### config.mk
export PLATFORM = sky130hd
export DESIGN_NAME = sdh_cmd_issue
export DESIGN_NICKNAME = d
export VERILOG_FILES = /design/src/rtl/sdh_cmd_pkg.sv /design/src/rtl/sdh_boot_ack.sv /design/src/rtl/sdh_irq_regs.sv /design/src/rtl/sdh_cmd_ctrl.sv /design/src/rtl/sdh_cmd_issue.sv
export SDC_FILE = /design/constraint.sdc
export NUM_CORES = 1
export LEC_CHECK = 0
export BUFFER_PORTS_ARGS = -buffer_cell sky130_fd_sc_hd__buf_2
export CAP_MARGIN = 30
export CORE_AREA = 2 2 134 136
export CTS_CLUSTER_SIZE = 16
export DETAILED_ROUTE_END_ITERATION = 8
export DIE_AREA = 0 0 136 138
export SLEW_MARGIN = 0
export SYNTH_ARGS = -nofsm -noshare
export SYNTH_HDL_FRONTEND = slang
export SYNTH_SLANG_ARGS = --single-unit
### constraint.sdc
create_clock -name clk -period 6.32 [get_ports clk]
set_input_delay 0.316 -clock clk [delete_from_list [all_inputs] [get_ports clk]]
set_output_delay 0.316 -clock clk [all_outputs]
set_load 0.05 [all_outputs]
### src/rtl/sdh_cmd_pkg.sv
`timescale 1ns/1ps
package sdh_cmd_pkg;
  localparam int DW     = 32;
  localparam int REG_AW = 3;
  localparam int PAY_W  = 24;
  localparam int NIRQ   = 4;

  localparam logic [REG_AW-1:0] A_CMD    = 3'd0;
  localparam logic [REG_AW-1:0] A_BYTES  = 3'd1;
  localparam logic [REG_AW-1:0] A_ISTS   = 3'd2;
  localparam logic [REG_AW-1:0] A_IEN    = 3'd3;
  localparam logic [REG_AW-1:0] A_ACKLIM = 3'd4;

  // command word bit positions (software encoding)
  localparam int B_START   = 31;
  localparam int B_HOLD    = 29;
  localparam int B_VSW     = 28;
  localparam int B_ABORT   = 27;
  localparam int B_ACKREQ  = 26;
  localparam int B_MODE_HI = 25;
  localparam int B_MODE_LO = 24;

  // interrupt status bit positions
  localparam int I_DONE = 0;
  localparam int I_BUSY = 1;
  localparam int I_RERR = 2;
  localparam int I_ATMO = 3;

  typedef enum logic [1:0] {
    BM_NORMAL = 2'b00,
    BM_MAND   = 2'b01,
    BM_ALT    = 2'b10
  } boot_e;

  // reserved code maps to a normal command
  function automatic boot_e eff_boot(input logic [1:0] f);
    case (f)
      2'b01:   return BM_MAND;
      2'b10:   return BM_ALT;
      default: return BM_NORMAL;
    endcase
  endfunction

  function automatic logic needs_ack(input logic [1:0] f, input logic req);
    return req && (eff_boot(f) == BM_MAND);
  endfunction

  function automatic logic limit_hit(input logic [DW-1:0] cnt_next,
                                     input logic [DW-1:0] lim);
    return (lim != '0) && (cnt_next == lim);
  endfunction
endpackage

### src/rtl/sdh_boot_ack.sv
`timescale 1ns/1ps
module sdh_boot_ack
  import sdh_cmd_pkg::*;
#(
  parameter int CNT_W = 16
) (
  input  logic             clk,
  input  logic             rst_n,
  input  logic             arm,
  input  logic             clear,
  input  logic             tick,
  input  logic             dat,
  input  logic [CNT_W-1:0] limit,
  output logic             armed,
  output logic             ack_ok,
  output logic             ack_tmo
);
  typedef enum logic [1:0] {AK_IDLE, AK_LOW1, AK_HIGH, AK_LOW2} ak_e;
  ak_e              st;
  logic [CNT_W-1:0] cnt, cnt_nx;

  always_comb begin
    armed   = (st != AK_IDLE);
    cnt_nx  = cnt + 1'b1;
    ack_ok  = tick && (st == AK_LOW2) && !dat;
    ack_tmo = tick && armed && !ack_ok &&
              limit_hit(DW'(cnt_nx), DW'(limit));
  end

  always_ff @(posedge clk or negedge rst_n) begin
    if (!rst_n) begin
      st  <= AK_IDLE;
      cnt <= '0;
    end else if (clear || ack_ok || ack_tmo) begin
      st  <= AK_IDLE;
      cnt <= '0;
    end else if (arm) begin
      st  <= AK_LOW1;
      cnt <= '0;
    end else if (tick && armed) begin
      cnt <= cnt_nx;
      case (st)
        AK_LOW1: if (!dat) st <= AK_HIGH;
        AK_HIGH: if (dat)  st <= AK_LOW2;
        default: st <= st;
      endcase
    end
  end


  ack_arm_chk: assert property (@(posedge clk) disable iff (!rst_n)
    arm && !clear |=> armed);


  ack_end_chk: assert property (@(posedge clk) disable iff (!rst_n)
    (ack_ok || ack_tmo) |=> !armed);
endmodule

### src/rtl/sdh_irq_regs.sv
`timescale 1ns/1ps
module sdh_irq_regs #(
  parameter int N = 4
) (
  input  logic         clk,
  input  logic         rst_n,
  input  logic [N-1:0] set_vec,
  input  logic         clr_we,
  input  logic [N-1:0] clr_vec,
  input  logic         en_we,
  input  logic [N-1:0] en_wd,
  output logic [N-1:0] sts,
  output logic [N-1:0] en,
  output logic         irq
);
  logic [N-1:0] clr_mask;

  always_comb begin
    clr_mask = clr_we ? clr_vec : '0;
    irq      = |(sts & en);
  end

  always_ff @(posedge clk or negedge rst_n) begin
    if (!rst_n) begin
      sts <= '0;
      en  <= '0;
    end else begin
      sts <= (sts & ~clr_mask) | set_vec;
      if (en_we) en <= en_wd;
    end
  end


  set_wins_chk: assert property (@(posedge clk) disable iff (!rst_n)
    (|set_vec) |=> ((sts & $past(set_vec)) == $past(set_vec)));
endmodule

### src/rtl/sdh_cmd_ctrl.sv
`timescale 1ns/1ps
module sdh_cmd_ctrl
  import sdh_cmd_pkg::*;
(
  input  logic          clk,
  input  logic          rst_n,
  input  logic          cmd_we,
  input  logic [DW-1:0] cmd_wd,
  input  logic          snd_done,
  input  logic          snd_resp_err,
  input  logic          ack_ok,
  input  logic          ack_tmo,
  output logic          pend,
  output logic [DW-2:0] cmd_q,
  output logic          snd_start,
  output logic          arm_ack,
  output logic          boot_active,
  output logic          done_ev,
  output logic          busy_ev,
  output logic          rerr_ev,
  output logic          tmo_ev,
  output logic          abort_ev
);
  logic          sent, ack_seen, err_q;
  logic          need, finish, err_now, launch, idle_wr;
  logic [DW-2:0] wd_keep;

  always_comb begin
    need        = needs_ack(cmd_q[B_MODE_HI:B_MODE_LO], cmd_q[B_ACKREQ]);
    boot_active = pend && (eff_boot(cmd_q[B_MODE_HI:B_MODE_LO]) != BM_NORMAL);
    idle_wr     = cmd_we && !pend;
    launch      = idle_wr && cmd_wd[B_START];
    abort_ev    = cmd_we && pend && cmd_wd[B_ABORT] && boot_active;
    busy_ev     = cmd_we && pend && !abort_ev;
    err_now     = snd_done ? snd_resp_err : err_q;
    finish      = pend && !abort_ev && (sent || snd_done) &&
                  (!need || ack_seen || ack_ok);
    tmo_ev      = pend && !abort_ev && need && ack_tmo;
    done_ev     = finish && !err_now;
    rerr_ev     = finish && err_now;
    snd_start   = pend && !sent;
    arm_ack     = launch && needs_ack(cmd_wd[B_MODE_HI:B_MODE_LO], cmd_wd[B_ACKREQ]);
    wd_keep          = cmd_wd[DW-2:0];
    wd_keep[B_ABORT] = 1'b0;
  end

  always_ff @(posedge clk or negedge rst_n) begin
    if (!rst_n) begin
      pend     <= 1'b0;
      cmd_q    <= '0;
      sent     <= 1'b0;
      ack_seen <= 1'b0;
      err_q    <= 1'b0;
    end else if (idle_wr) begin
      cmd_q    <= wd_keep;
      pend     <= cmd_wd[B_START];
      sent     <= 1'b0;
      ack_seen <= 1'b0;
      err_q    <= 1'b0;
    end else if (pend) begin
      if (finish || tmo_ev || abort_ev) pend <= 1'b0;
      if (snd_done) begin
        sent  <= 1'b1;
        err_q <= snd_resp_err;
      end
      if (ack_ok) ack_seen <= 1'b1;
    end
  end


  start_clear_chk: assert property (@(posedge clk) disable iff (!rst_n)
    $fell(pend) |-> $past(finish || tmo_ev || abort_ev));


  busy_keep_chk: assert property (@(posedge clk) disable iff (!rst_n)
    busy_ev |=> (cmd_q == $past(cmd_q)));


  handoff_drop_chk: assert property (@(posedge clk) disable iff (!rst_n)
    (snd_done && pend && !cmd_we) |=> !snd_start);


  single_outcome_chk: assert property (@(posedge clk) disable iff (!rst_n)
    $onehot0({done_ev, rerr_ev, tmo_ev, abort_ev}));
endmodule

### src/rtl/sdh_cmd_issue.sv
`timescale 1ns/1ps
module sdh_cmd_issue
  import sdh_cmd_pkg::*;
#(
  parameter logic [31:0] BYTES_RST   = 32'h0000_0200,
  parameter int          CNT_W       = 16,
  parameter int          ACK_LIM_RST = 1000
) (
  input  logic              clk,
  input  logic              rst_n,
  input  logic              reg_wr,
  input  logic [REG_AW-1:0] reg_addr,
  input  logic [DW-1:0]     reg_wdata,
  input  logic [REG_AW-1:0] reg_raddr,
  output logic [DW-1:0]     reg_rdata,
  output logic              snd_start,
  output logic [PAY_W-1:0]  snd_payload,
  input  logic              snd_done,
  input  logic              snd_resp_err,
  input  logic              card_tick,
  input  logic              card_dat0,
  output logic [1:0]        boot_mode,
  output logic              volt_switch,
  output logic              hold_path,
  output logic              boot_active,
  output logic              irq
);
  logic [DW-1:0]    byte_cnt;
  logic [CNT_W-1:0] ack_lim;
  logic             pend, arm_ack, ack_ok, ack_tmo, ack_armed;
  logic             done_ev, busy_ev, rerr_ev, tmo_ev, abort_ev;
  logic [DW-2:0]    cmd_q;
  logic [NIRQ-1:0]  sts, ien, set_vec;
  logic             we_cmd, we_bytes, we_ists, we_ien, we_lim;

  always_comb begin
    we_cmd   = reg_wr && (reg_addr == A_CMD);
    we_bytes = reg_wr && (reg_addr == A_BYTES);
    we_ists  = reg_wr && (reg_addr == A_ISTS);
    we_ien   = reg_wr && (reg_addr == A_IEN);
    we_lim   = reg_wr && (reg_addr == A_ACKLIM);
    set_vec          = '0;
    set_vec[I_DONE]  = done_ev;
    set_vec[I_BUSY]  = busy_ev;
    set_vec[I_RERR]  = rerr_ev;
    set_vec[I_ATMO]  = tmo_ev;
  end

  always_ff @(posedge clk or negedge rst_n) begin
    if (!rst_n) begin
      byte_cnt <= BYTES_RST;
      ack_lim  <= CNT_W'(ACK_LIM_RST);
    end else begin
      if (we_bytes) byte_cnt <= reg_wdata;
      if (we_lim)   ack_lim  <= reg_wdata[CNT_W-1:0];
    end
  end

  sdh_cmd_ctrl u_ctrl (
    .clk          (clk),
    .rst_n        (rst_n),
    .cmd_we       (we_cmd),
    .cmd_wd       (reg_wdata),
    .snd_done     (snd_done),
    .snd_resp_err (snd_resp_err),
    .ack_ok       (ack_ok),
    .ack_tmo      (ack_tmo),
    .pend         (pend),
    .cmd_q        (cmd_q),
    .snd_start    (snd_start),
    .arm_ack      (arm_ack),
    .boot_active  (boot_active),
    .done_ev      (done_ev),
    .busy_ev      (busy_ev),
    .rerr_ev      (rerr_ev),
    .tmo_ev       (tmo_ev),
    .abort_ev     (abort_ev)
  );

  sdh_boot_ack #(.CNT_W(CNT_W)) u_ack (
    .clk     (clk),
    .rst_n   (rst_n),
    .arm     (arm_ack),
    .clear   (abort_ev),
    .tick    (card_tick),
    .dat     (card_dat0),
    .limit   (ack_lim),
    .armed   (ack_armed),
    .ack_ok  (ack_ok),
    .ack_tmo (ack_tmo)
  );

  sdh_irq_regs #(.N(NIRQ)) u_irq (
    .clk     (clk),
    .rst_n   (rst_n),
    .set_vec (set_vec),
    .clr_we  (we_ists),
    .clr_vec (reg_wdata[NIRQ-1:0]),
    .en_we   (we_ien),
    .en_wd   (reg_wdata[NIRQ-1:0]),
    .sts     (sts),
    .en      (ien),
    .irq     (irq)
  );

  always_comb begin
    snd_payload = cmd_q[PAY_W-1:0];
    boot_mode   = eff_boot(cmd_q[B_MODE_HI:B_MODE_LO]);
    volt_switch = cmd_q[B_VSW];
    hold_path   = cmd_q[B_HOLD];
    case (reg_raddr)
      A_CMD:    reg_rdata = {pend, cmd_q};
      A_BYTES:  reg_rdata = byte_cnt;
      A_ISTS:   reg_rdata = DW'(sts);
      A_IEN:    reg_rdata = DW'(ien);
      A_ACKLIM: reg_rdata = DW'(ack_lim);
      default:  reg_rdata = '0;
    endcase
  end


  ack_needs_pend_chk: assert property (@(posedge clk) disable iff (!rst_n)
    ack_armed |-> pend);


  start_follows_pend_chk: assert property (@(posedge clk) disable iff (!rst_n)
    snd_start |-> reg_rdata[B_START] || (reg_raddr != A_CMD));
endmodule

==> metrics, run 1 <==
top post-synthesis cells by area=dfrtp_1, mux2_2, mux2i_1; largest net degree at the start of global routing=69; Num CTS Buffers=9; global-route wire length before repair=24600 um; max-slew violation count=0; CP endpoint kind=register; DR WL/cell=17.7 um; final worst-path cycle share=49.8%; crit-path max FO=19; worst-skew pair later-pin latency=0.35 ns; DP Cell Count=853; startpoint types=register; vias in the first global route=4593; CP peak stage delay=0.87 ns; Syn Inst Count=565; sequential-to-total area share from yosys stat=45.2%; Synth Area in Simple Gates=13.7%; asr flop ratio synth=100%; min Tclk post-route=3.15 ns; crit-path leading delay family=simple AND/OR/NAND/NOR gates; DP Wirelength=11000 um; Synth Flop Type=dfrtp_1; area of the die=18800 sq um; port bufs=107; DR DRC count=0; initial core utilization=34.2%; placer congestion estimate=0.873; area delta synth->final=14.6%; H-tree depth=3; max-cap violation count=0; Tot GR Track Use=16.7%; Layout Cells excl Fill=869; clock transition at the registers of the reported paths=0.07 ns; Final Instance Area=6870 sq um; Post-synth EDFFs=0; CTS tree=yes; status=complete, no violations; unrepaired setup endpoints after global routing=no; Post-Syn Area=5990 sq um; Std-Cell Rows=49; Post-DRT Antenna Nets=0; Vias/cell=5.17; Hold Crit Class=primary input to register; CP arrival=3.34 ns; Die Y-Extent=138 um; clk_skew=0.00744 ns; critical-path cell list=ha_1 -> nand4_1 -> or2_2 -> xnor2_1 -> nor3b_1 -> nor4b_4 -> a21oi_1; CTS Buffer Depth=2; mux cell area share after synthesis=21.3%; Worst Hold Margin=0.195 ns; top cell type's share of synthesized area=42.2%; VDD IR max=0.000153 V; layout cells sized above 1=36.4%; nets@finish=684; Die Wd=136 um; P_leak=3.08 nW; pwr dens=335 nW/um^2; largest family of logic cells by synthesized area=multiplexers; FF+latch count, synth=108; Yosys cell types=60; ANT cells=0; complex-gate fraction of the synthesized area=7.58%; Sum Neg Setup Slack=0 ns; actual slew at the worst max-slew pin=1.01 ns; Syn Nets=613; WP buf/inv=0; CTS Sinks=108; total design power=2.30 mW; adder-cell share of the synthesized area=0.626%; CP required=6.51 ns; Post-Place Cell Area=6560 sq um; PostCTS Resize Cnt=0; Iter 0 DRT Violations=180; vias post-DR=4492; final setup violation count=0; synthesized area per cell=10.6 sq um; num ports=108; synth cell count leaders=dfrtp_1, mux2_2, nor2_1; TritonRoute pass-1 iters=4; Core Area=17500 sq um; grt total ovfl=0; FMAX=318 MHz; final hold violation count=0; Synth Warn #=0; CP max stage cell=nor4b_4; master cell of the clock root buffer=clkbuf_16; CP Class=register to register; xor/xnor cell area share of the yosys netlist=5.26%; max_slew headroom=32.4%; initial antenna violation count=0; top-count cell post-synth=dfrtp_1; largest area contributor in the netlist=dfrtp_1; Post-Route WL=15400 um
-- final timing paths --
check,from,to,slack [ns],cells past startpoint
worst max-delay path,u_ack.cnt[0],u_ack.cnt[2],3.17,7
worst min-delay path,reg_wdata[24],u_ctrl.cmd_q[24],0.20,3
worst max register to register,u_ack.cnt[0],u_ack.cnt[2],3.17,7
worst min register to register,byte_cnt[15],byte_cnt[15],0.51,1
max in group asynchronous,rst_n,byte_cnt[12],4.54,3
min in group asynchronous,rst_n,u_ctrl.sent,0.51,2
-- cell type report --
class	instances	area [sq um]
clock buffer	13	280
timing repair buffer	116	618
tap	229	287
clock inverter	2	17.5
sequential	108	2710
multi-input combinational	395	2930
inverter	6	22.5
fill	1787	10700
-- power breakdown --
part           total, mW  switching, mW  internal, mW
clock network      0.564          0.254         0.310
logic              0.756          0.479         0.277
registers          0.981          0.139         0.841
-- stage by stage --
step	utilization, %	setup WS (ns)
after global placement	37.2	3.30
after CTS	39.2	3.24
after floorplan	-	3.86
after global routing	39.2	3.05
after detailed placement	37.4	3.28
final	39.2	3.17
-- flip-flops by register name, summed over array words and instances, names as in the netlist, 2 cells and up --
| signal | count |
|---|---|
| ack_lim | 16 |
| u_ack.st | 2 |
| u_ctrl.cmd_q | 30 |
| u_ack.cnt | 16 |
| u_irq.sts | 4 |
| u_irq.en | 4 |
| byte_cnt | 32 |
-- cell usage in the layout, fill, tap and decap left out, types with 3 or more instances in the layout --
cell       synthesis  routed
nor2b_1            6       6
nor2_1            61      60
o21ai_0           11      10
xnor2_1           25      25
buf_4             25       7
xor2_1            11      11
nand4_1            6       6
buf_2              3     107
nand3_1            8       8
mux2_2            81      81
clkbuf_16          0       9
nor4_1             9       9
o22ai_1            3       3
mux2i_1           34      34
dfrtp_1          101     101
a22oi_1            3       3
clkbuf_8           4       4
ha_1               3       3
dfstp_2            7       7
nand2_1           44      44
a21oi_1           42      42
nor3_1             4       3
inv_1              6       6
-- routing by layer --
layer,vias up,track usage (%),wire [um]
li1,2098,-,-
met1,2269,21.3,6770
met2,103,27.3,7560
met3,22,3.74,698
met4,0,6.58,353
met5,-,0,0
-- worst reg2reg max path: cells and delay by family, from the launching register on --
kind | cells | cell delay, ns
and+or+nand+nor | 4 | 1.82
DFF | 1 | 0.44
adders and majority gates | 1 | 0.36
AOI/OAI and AO/OA | 1 | 0.19
xor gates and xnor gates | 1 | 0.18
-- kinds of logic (layout without fill, tap and decap cells) --
kind of cell | Yosys count | in the layout
multiplexers | 116 | 116
flip-flops | 108 | 108
XOR/XNOR | 36 | 36
AND/OR/NAND/NOR | 163 | 163
buffers and inverters | 62 | 137
adder cells (fa/ha/maj) | 3 | 3
AO/OA/AOI/OAI | 77 | 77
-- what timing repair did --
item	4_1_cts	5_1_grt
hold buffers	1	0
hold endpoints to repair	38	0
setup buffers	0	0
No activity file was read; power rests on OpenSTA's default activity.
==> run 2: changes to the inputs <==
--- a/config.mk
+++ b/config.mk
@@ -5,6 +5,7 @@
 export SDC_FILE = /design/constraint.sdc
 export NUM_CORES = 1
 export LEC_CHECK = 0
+export ABC_AREA = 1
 export BUFFER_PORTS_ARGS = -buffer_cell sky130_fd_sc_hd__buf_2
 export CAP_MARGIN = 30
 export CORE_AREA = 2 2 134 136
==> constraint.sdc (replaced) <==
create_clock -name clk -period 3.13 [get_ports clk]
set_input_delay 0.1565 -clock clk [delete_from_list [all_inputs] [get_ports clk]]
set_output_delay 0.1565 -clock clk [all_outputs]
set_load 0.05 [all_outputs]
==> run 2 against run 1 <==
Against the previous run:
- critical path depth rose by 5
- die area did not move
- first-iteration DRC count rose by 49%
- final cell count rose by 28%
- setup slack got worse by 2.3 ns
- sequential share of layout area fell by 0.28 points
- count of clock-buffer cells in the layout fell by 4
- sequential cell count did not move
- clock skew fell by 0.0026 ns
- utilization rose by 0.28 points
- wire length rose by 7.3%
- combinational power rose to 2.9 times the previous value
==> metrics, run 2 <==
layout cells sized above 1=18.3% (-18 points); FMAX=446 MHz (+40%); top flop regs=byte_cnt (32), u_ctrl.cmd_q (30); total design power=5.53 mW (+140%); PostCTS Resize Cnt=0 (unchanged); Post-Place Cell Area=6590 sq um (+0.36%); crit-path most repeated cell=nand2_1; Syn Nets=852 (+39%); grt total ovfl=0 (unchanged); P_leak=3.59 nW (+17%); Biggest register=byte_cnt; top cell type's share of synthesized area=42.4% (+0.21 points); CTS Sinks=108 (unchanged); synth cell count leaders=nand2_1, o21ai_0, dfrtp_1; initial antenna violation count=0 (unchanged); Die Wd=136 um (unchanged); placer congestion estimate=0.932 (+6.8%); CTS tree=yes; number of cells on the worst reg-to-reg path=12 (+5); crit-path leading delay family=simple AND/OR/NAND/NOR gates; max-cap violation count=0 (unchanged); nets@finish=928 (+36%); ANT cells=0 (unchanged); critical-path cell list=ha_1 -> nand3_1 -> nor2_1 -> nand4_1 -> nand2_1 -> nand2_1 -> nand2_1 -> nand2_1 -> nor2_1 -> nand3_2 -> nand3_4 -> nor2_1; Worst Hold Endpoint=byte_cnt[25]; Final Instance Area=6920 sq um (+0.71%); area delta synth->final=16.0%; DP Wirelength=12000 um (+8.4%); vias post-DR=5394 (+20%); unrepaired setup endpoints after global routing=no; DR DRC count=0 (unchanged); Vias/cell=4.84 (-6.3%); area of the die=18800 sq um (unchanged); clk_skew=0.00481 ns (-0.00264 ns); final worst-path cycle share=71.7% (+22 points); Iter 0 DRT Violations=268 (+49%); final setup violation count=0 (unchanged); Post-Syn Area=5960 sq um (-0.50%); TritonRoute pass-1 iters=4 (unchanged); global-route wire length before repair=27000 um (+9.6%); sequential-to-total area share from yosys stat=45.5% (+0.23 points); Reg2Reg Setup Slack=0.89 ns (-2.29 ns); most frequent cells in the layout=nand2_1, o21ai_0, buf_2; asr flop ratio synth=100% (unchanged); max FFs per register=32 (unchanged); synthesized area per cell=7.42 sq um (-30%); CP max stage cell=dfrtp_1; Yosys cell types=35 (-42%); hold_sp=reg_wdata[25]; largest net degree at the start of global routing=71 (+2.9%); clock transition at the registers of the reported paths=0.07 ns (about the same); hold depth=2 (-1); Post-DRT Antenna Nets=0 (unchanged); startpoint types=register; max_slew headroom=61.9% (+30 points); Hold Crit Class=primary input to register; min Tclk post-route=2.24 ns (-0.902 ns); Num CTS Buffers=9 (unchanged); vias in the first global route=5133 (+12%); utilization after layout=39.5% (+0.28 points); top-count cell post-synth=nand2_1; Synth Flop Type=dfrtp_1; setup bufs post-CTS=0 (unchanged); top post-synthesis cells by area=dfrtp_1, nand2_1, o21ai_0; FF+latch count, synth=108 (unchanged); final hold violation count=0 (unchanged); WP buf/inv=0 (unchanged); Reg2Reg Capture Point=u_ack.cnt[12]; Die Y-Extent=138 um (unchanged); initial core utilization=34.0% (-0.17 points); most common cell after layout, fill and taps aside=nand2_1; Syn Inst Count=804 (+42%); Layout Cells excl Fill=1114 (+28%); CP arrival=2.48 ns (-0.86 ns); largest area contributor in the netlist=dfrtp_1; CP required=3.37 ns (-3.14 ns); port bufs=107 (unchanged); CP peak stage delay=0.49 ns (-0.38 ns); CP Class=register to register; max-slew violation count=0 (unchanged); DR WL/cell=14.8 um (-16%); CTS Hold Bufs=1 (unchanged); master cell of the clock root buffer=clkbuf_16; pwr dens=799 nW/um^2 (+140%); Tot GR Track Use=18.2% (+1.6 points); CTS Buffer Depth=2 (unchanged); Std-Cell Rows=49 (unchanged); CP endpoint kind=register; worst-skew pair later-pin latency=0.36 ns (about the same); H-tree depth=3 (unchanged); Post-Route WL=16500 um (+7.3%); Core Area=17500 sq um (unchanged); Post-synth EDFFs=0 (unchanged); VDD IR max=0.000327 V (+110%); Synth Warn #=0 (unchanged); Reg2Reg Launch Point=u_ack.cnt[0]; DP Cell Count=1097 (+29%); actual slew at the worst max-slew pin=0.571 ns (-0.439 ns); Sum Neg Setup Slack=0 ns (unchanged); crit-path max FO=17 (-2); status=complete, no violations; num ports=108 (unchanged)
[run 2: stage by stage]
stage / hold slack (ns) / worst slack [ns]
floorplan: -0.139 / 1.04
global placement: 0.175 / 0.958
detailed placement: 0.167 / 0.897
CTS: 0.0269 / 0.887
global route: 0.0433 / 0.606
finish: 0.0529 / 0.886
[run 2: metal layers]
| metal | wire, um | vias to the layer above | GRT usage (%) |
|---|---|---|---|
| met5 | 0 | - | 0 |
| met4 | 345 | 0 | 6.96 |
| met3 | 899 | 21 | 3.74 |
| met2 | 7340 | 132 | 26.6 |
| met1 | 7920 | 2510 | 26.4 |
| li1 | - | 2731 | - |
[run 2: cell families (layout without fill, tap and decap cells)]
family,count (synthesis),count (layout),share of synthesized area [%]
adders and majority gates,3,3,0.629
buffers and inverters,144,225,10.7
AOI/OAI and AO/OA,146,146,14.1
muxes,3,3,0.545
DFF,108,108,45.5
and+or+nand+nor,399,399,28.4
xor gates and xnor gates,1,1,0.147
[run 2: final cells by class]
class | instances | area (sq um)
Fill cell | 1921 | 10600
Sequential cell | 108 | 2710
Multi-Input combinational cell | 552 | 2620
Timing Repair Buffer | 115 | 626
Inverter | 94 | 353
Tap cell | 229 | 287
Clock buffer | 9 | 225
Clock inverter | 7 | 97.6
[run 2: power breakdown]
group / internal [mW] / switching (mW)
Combinational: 0.635 / 1.53
Sequential: 1.75 / 0.357
Clock: 0.708 / 0.551
Total: 3.09 / 2.43
[run 2: worst max-delay path by stage]
| stage | start | end | depth (start not counted) |
|---|---|---|---|
| CTS | u_ack.cnt[0] | u_ack.cnt[12] | 12 |
| finish | u_ack.cnt[0] | u_ack.cnt[12] | 12 |
| detailed placement | u_ack.cnt[0] | u_ack.cnt[12] | 12 |
| floorplan | u_ctrl.cmd_q[24] | u_ack.cnt[14] | 9 |
| global route | u_ack.cnt[0] | u_ack.cnt[2] | 10 |
| global placement | u_ack.cnt[0] | u_ack.st[1] | 12 |
[run 2: worst register-to-register path: stages (launching register included)]
cell     delay [ns]
dfrtp_1        0.49
ha_1           0.25
nand3_1        0.14
nor2_1         0.21
nand4_1        0.17
nand2_1        0.15
nand2_1        0.06
nand2_1        0.05
nand2_1        0.05
nor2_1         0.13
nand3_2        0.12
nand3_4        0.21
nor2_1         0.09
==> run 3: changes to the inputs <==
==> constraint.sdc (replaced) <==
create_clock -name clk -period 2.1 [get_ports clk]
set_input_delay 0.105 -clock clk [delete_from_list [all_inputs] [get_ports clk]]
set_output_delay 0.105 -clock clk [all_outputs]
set_load 0.05 [all_outputs]
==> run 3 against run 2 <==
Against the previous run:
- fmax up 8.7%
- combinational power up 71%
- critical path depth down 1
- clock skew up 0.0021 ns
- sequential share of layout area down 1.9 points
- largest power group unchanged
- wire length up 3.0%
- first-iteration DRC count up 41%
- utilization up 2.1 points
- non-clock buffer count up 29
- hold slack worse by 0.049 ns
- critical endpoint is now u_ack.cnt[3]
- sequential cell count unchanged
- critical path type unchanged
==> metrics, run 3 (synthesized netlist as in run 2, its figures left out) <==
status=complete, no violations; top flop regs=byte_cnt (32), u_ctrl.cmd_q (30); Reg2Reg Setup Slack=0.04 ns (-0.85 ns); pre-CTS WS=-0.0176 ns (-0.914 ns); Final Instance Area=7280 sq um (+5.3%); met1 WL=7960 um (+0.54%); grt total ovfl=0 (unchanged); final worst-path cycle share=98.3% (+27 points); max-slew violation count=0 (unchanged); min Tclk post-route=2.06 ns (-0.180 ns); area delta synth->final=22.1%; actual slew at the worst max-slew pin=0.665 ns (+0.0941 ns); most common cell after layout, fill and taps aside=nand2_1; Worst Hold Endpoint=byte_cnt[9]; Post-Place Cell Area=6710 sq um (+1.8%); DP Cell Count=1113 (+1.5%); Biggest register=byte_cnt; Top Layer Used=met4; Num CTS Buffers=9 (unchanged); Hold Crit Class=primary input to register; P_leak=3.75 nW (+4.4%); CTS tree=yes; number of cells on the worst reg-to-reg path=11 (-1); TritonRoute pass-1 iters=5 (+1); final setup margin=0.0358 ns (-0.850 ns); Std-Cell Rows=49 (unchanged); num ports=108 (unchanged); clk_skew=0.00695 ns (+0.00214 ns); vias in the first global route=5276 (+2.8%); H-tree depth=3 (unchanged); max_slew headroom=55.5% (-6.4 points); Iter 0 DRT Violations=378 (+41%); DR WL/cell=14.8 um (+0.22%); CP required=2.34 ns (-1.03 ns); DR WL met3=985 um (+9.6%); layout cells sized above 1=22.7% (+4.4 points); placer congestion estimate=0.968 (+3.8%); Die Wd=136 um (unchanged); Post-DRT Antenna Nets=0 (unchanged); CP arrival=2.31 ns (-0.17 ns); ANT cells=0 (unchanged); nets@finish=959 (+3.3%); global-route wire length before repair=27400 um (+1.6%); Core Area=17500 sq um (unchanged); initial core utilization=34.0% (unchanged); unrepaired setup endpoints after global routing=yes; final setup violation count=0 (unchanged); Die Y-Extent=138 um (unchanged); DR DRC count=0 (unchanged); Reg2Reg Capture Point=u_ack.cnt[3]; max-cap violation count=0 (unchanged); Vias/cell=4.81 (-0.56%); most frequent cells in the layout=nand2_1, buf_2, o21ai_0; utilization after layout=41.5% (+2.1 points); vias post-DR=5513 (+2.2%); final hold violation count=0 (unchanged); largest net degree at the start of global routing=59 (-17%); CTS Buffer Depth=2 (unchanged); Post-Route WL=17000 um (+3.0%); crit-path max FO=6 (-11); Reg2Reg Launch Point=u_ack.cnt[1]; hold_sp=reg_wdata[9]; Sum Neg Setup Slack=0 ns (unchanged); hold depth=3 (+1); DP Wirelength=12400 um (+3.4%); master cell of the clock root buffer=clkbuf_16; startpoint types=register; FMAX=484 MHz (+8.7%); area of the die=18800 sq um (unchanged); Layout Cells excl Fill=1145 (+2.8%); initial antenna violation count=0 (unchanged); max FFs per register=32 (unchanged); metal2 WL=7760 um (+5.6%); clock transition at the registers of the reported paths=0.07 ns (about the same); port bufs=107 (unchanged); CP Class=register to register; CTS Sinks=108 (unchanged); Tot GR Track Use=18.5% (+0.29 points); pwr dens=1180 nW/um^2 (+48%); VDD IR max=0.000474 V (+45%); worst-skew pair later-pin latency=0.36 ns (about the same); CP endpoint kind=register
[run 3: cell types whose count changed in the layout (fill, tap and decap cells not counted), moves of 3 or more]
cell and delta:
buf_4 +20, nor2_1 -8, dlygate4sd3_1 +7, nand2_1 -7, nand2_2 +6, nor2_2 +4, nor2_4 +4, dfrtp_1 -3
dfrtp_2 +3, nand3_1 -3, nand3_4 +3
[run 3: repair_timing]
| action | CTS | global route |
|---|---|---|
| hold buffers | 8 | 0 |
| cloned | 2 | 0 |
| endpoints found under the hold margin | 49 | 0 |
| buffers inserted | 2 | 4 |
| pin swaps | 3 | 13 |
| endpoints found under the setup margin | 17 | 20 |
| resized for setup | 6 | 28 |
[run 3: critical path, stage by stage (launching register included)]
cell,delay (ns)
dfrtp_2,0.41
ha_4,0.17
nand2_4,0.06
nor2_4,0.18
buf_4,0.15
nand4_1,0.10
nand3_1,0.18
nand3_1,0.11
nor2_2,0.18
nand3_4,0.15
nand3_4,0.16
nor2_1,0.07
[run 3: per-stage QoR]
stage / hold slack [ns] / power (mW)
3_5_place_dp: 0.160 / 6.50
3_3_place_gp: 0.170 / 6.48
4_1_cts: 0.000841 / 8.37
5_1_grt: 0.0103 / 9.16
6_report: 0.00437 / 8.59
2_1_floorplan: -0.191 / 5.62
[run 3: worst max path at each step]
stage,cells past startpoint,startpoint,endpoint,slack [ns]
floorplan,9,u_ctrl.cmd_q[24],u_ack.cnt[15],0.01
global placement,12,u_ack.cnt[1],u_ack.st[1],0.07
detailed placement,12,u_ack.cnt[1],u_ack.cnt[15],-0.02
CTS,14,u_ack.cnt[1],u_ack.cnt[14],0.03
global route,14,u_ack.cnt[1],u_ack.cnt[3],-0.06
finish,11,u_ack.cnt[1],u_ack.cnt[3],0.04
[run 3: power breakdown]
group / switching [mW] / total (mW) / internal, mW
Combinational: 2.49 / 3.70 / 1.20
Sequential: 0.494 / 3.11 / 2.61
Clock: 0.835 / 1.78 / 0.944
Total: 3.82 / 8.59 / 4.76
[run 3: layout make-up]
type                       count  area [sq um]
clock buffer                   9           225
timing repair buffer         144           868
fill                        1810         10300
clock inverter                 7          83.8
multi-input combinational    554          2750
sequential                   108          2720
tap                          229           287
inverter                      94           353
[run 3: layer usage]
metal / up-vias / track usage [%]
met5: - / 0
li1: 2798 / -
met1: 2547 / 26.1
met2: 150 / 28.4
met3: 18 / 3.70
met4: 0 / 6.25
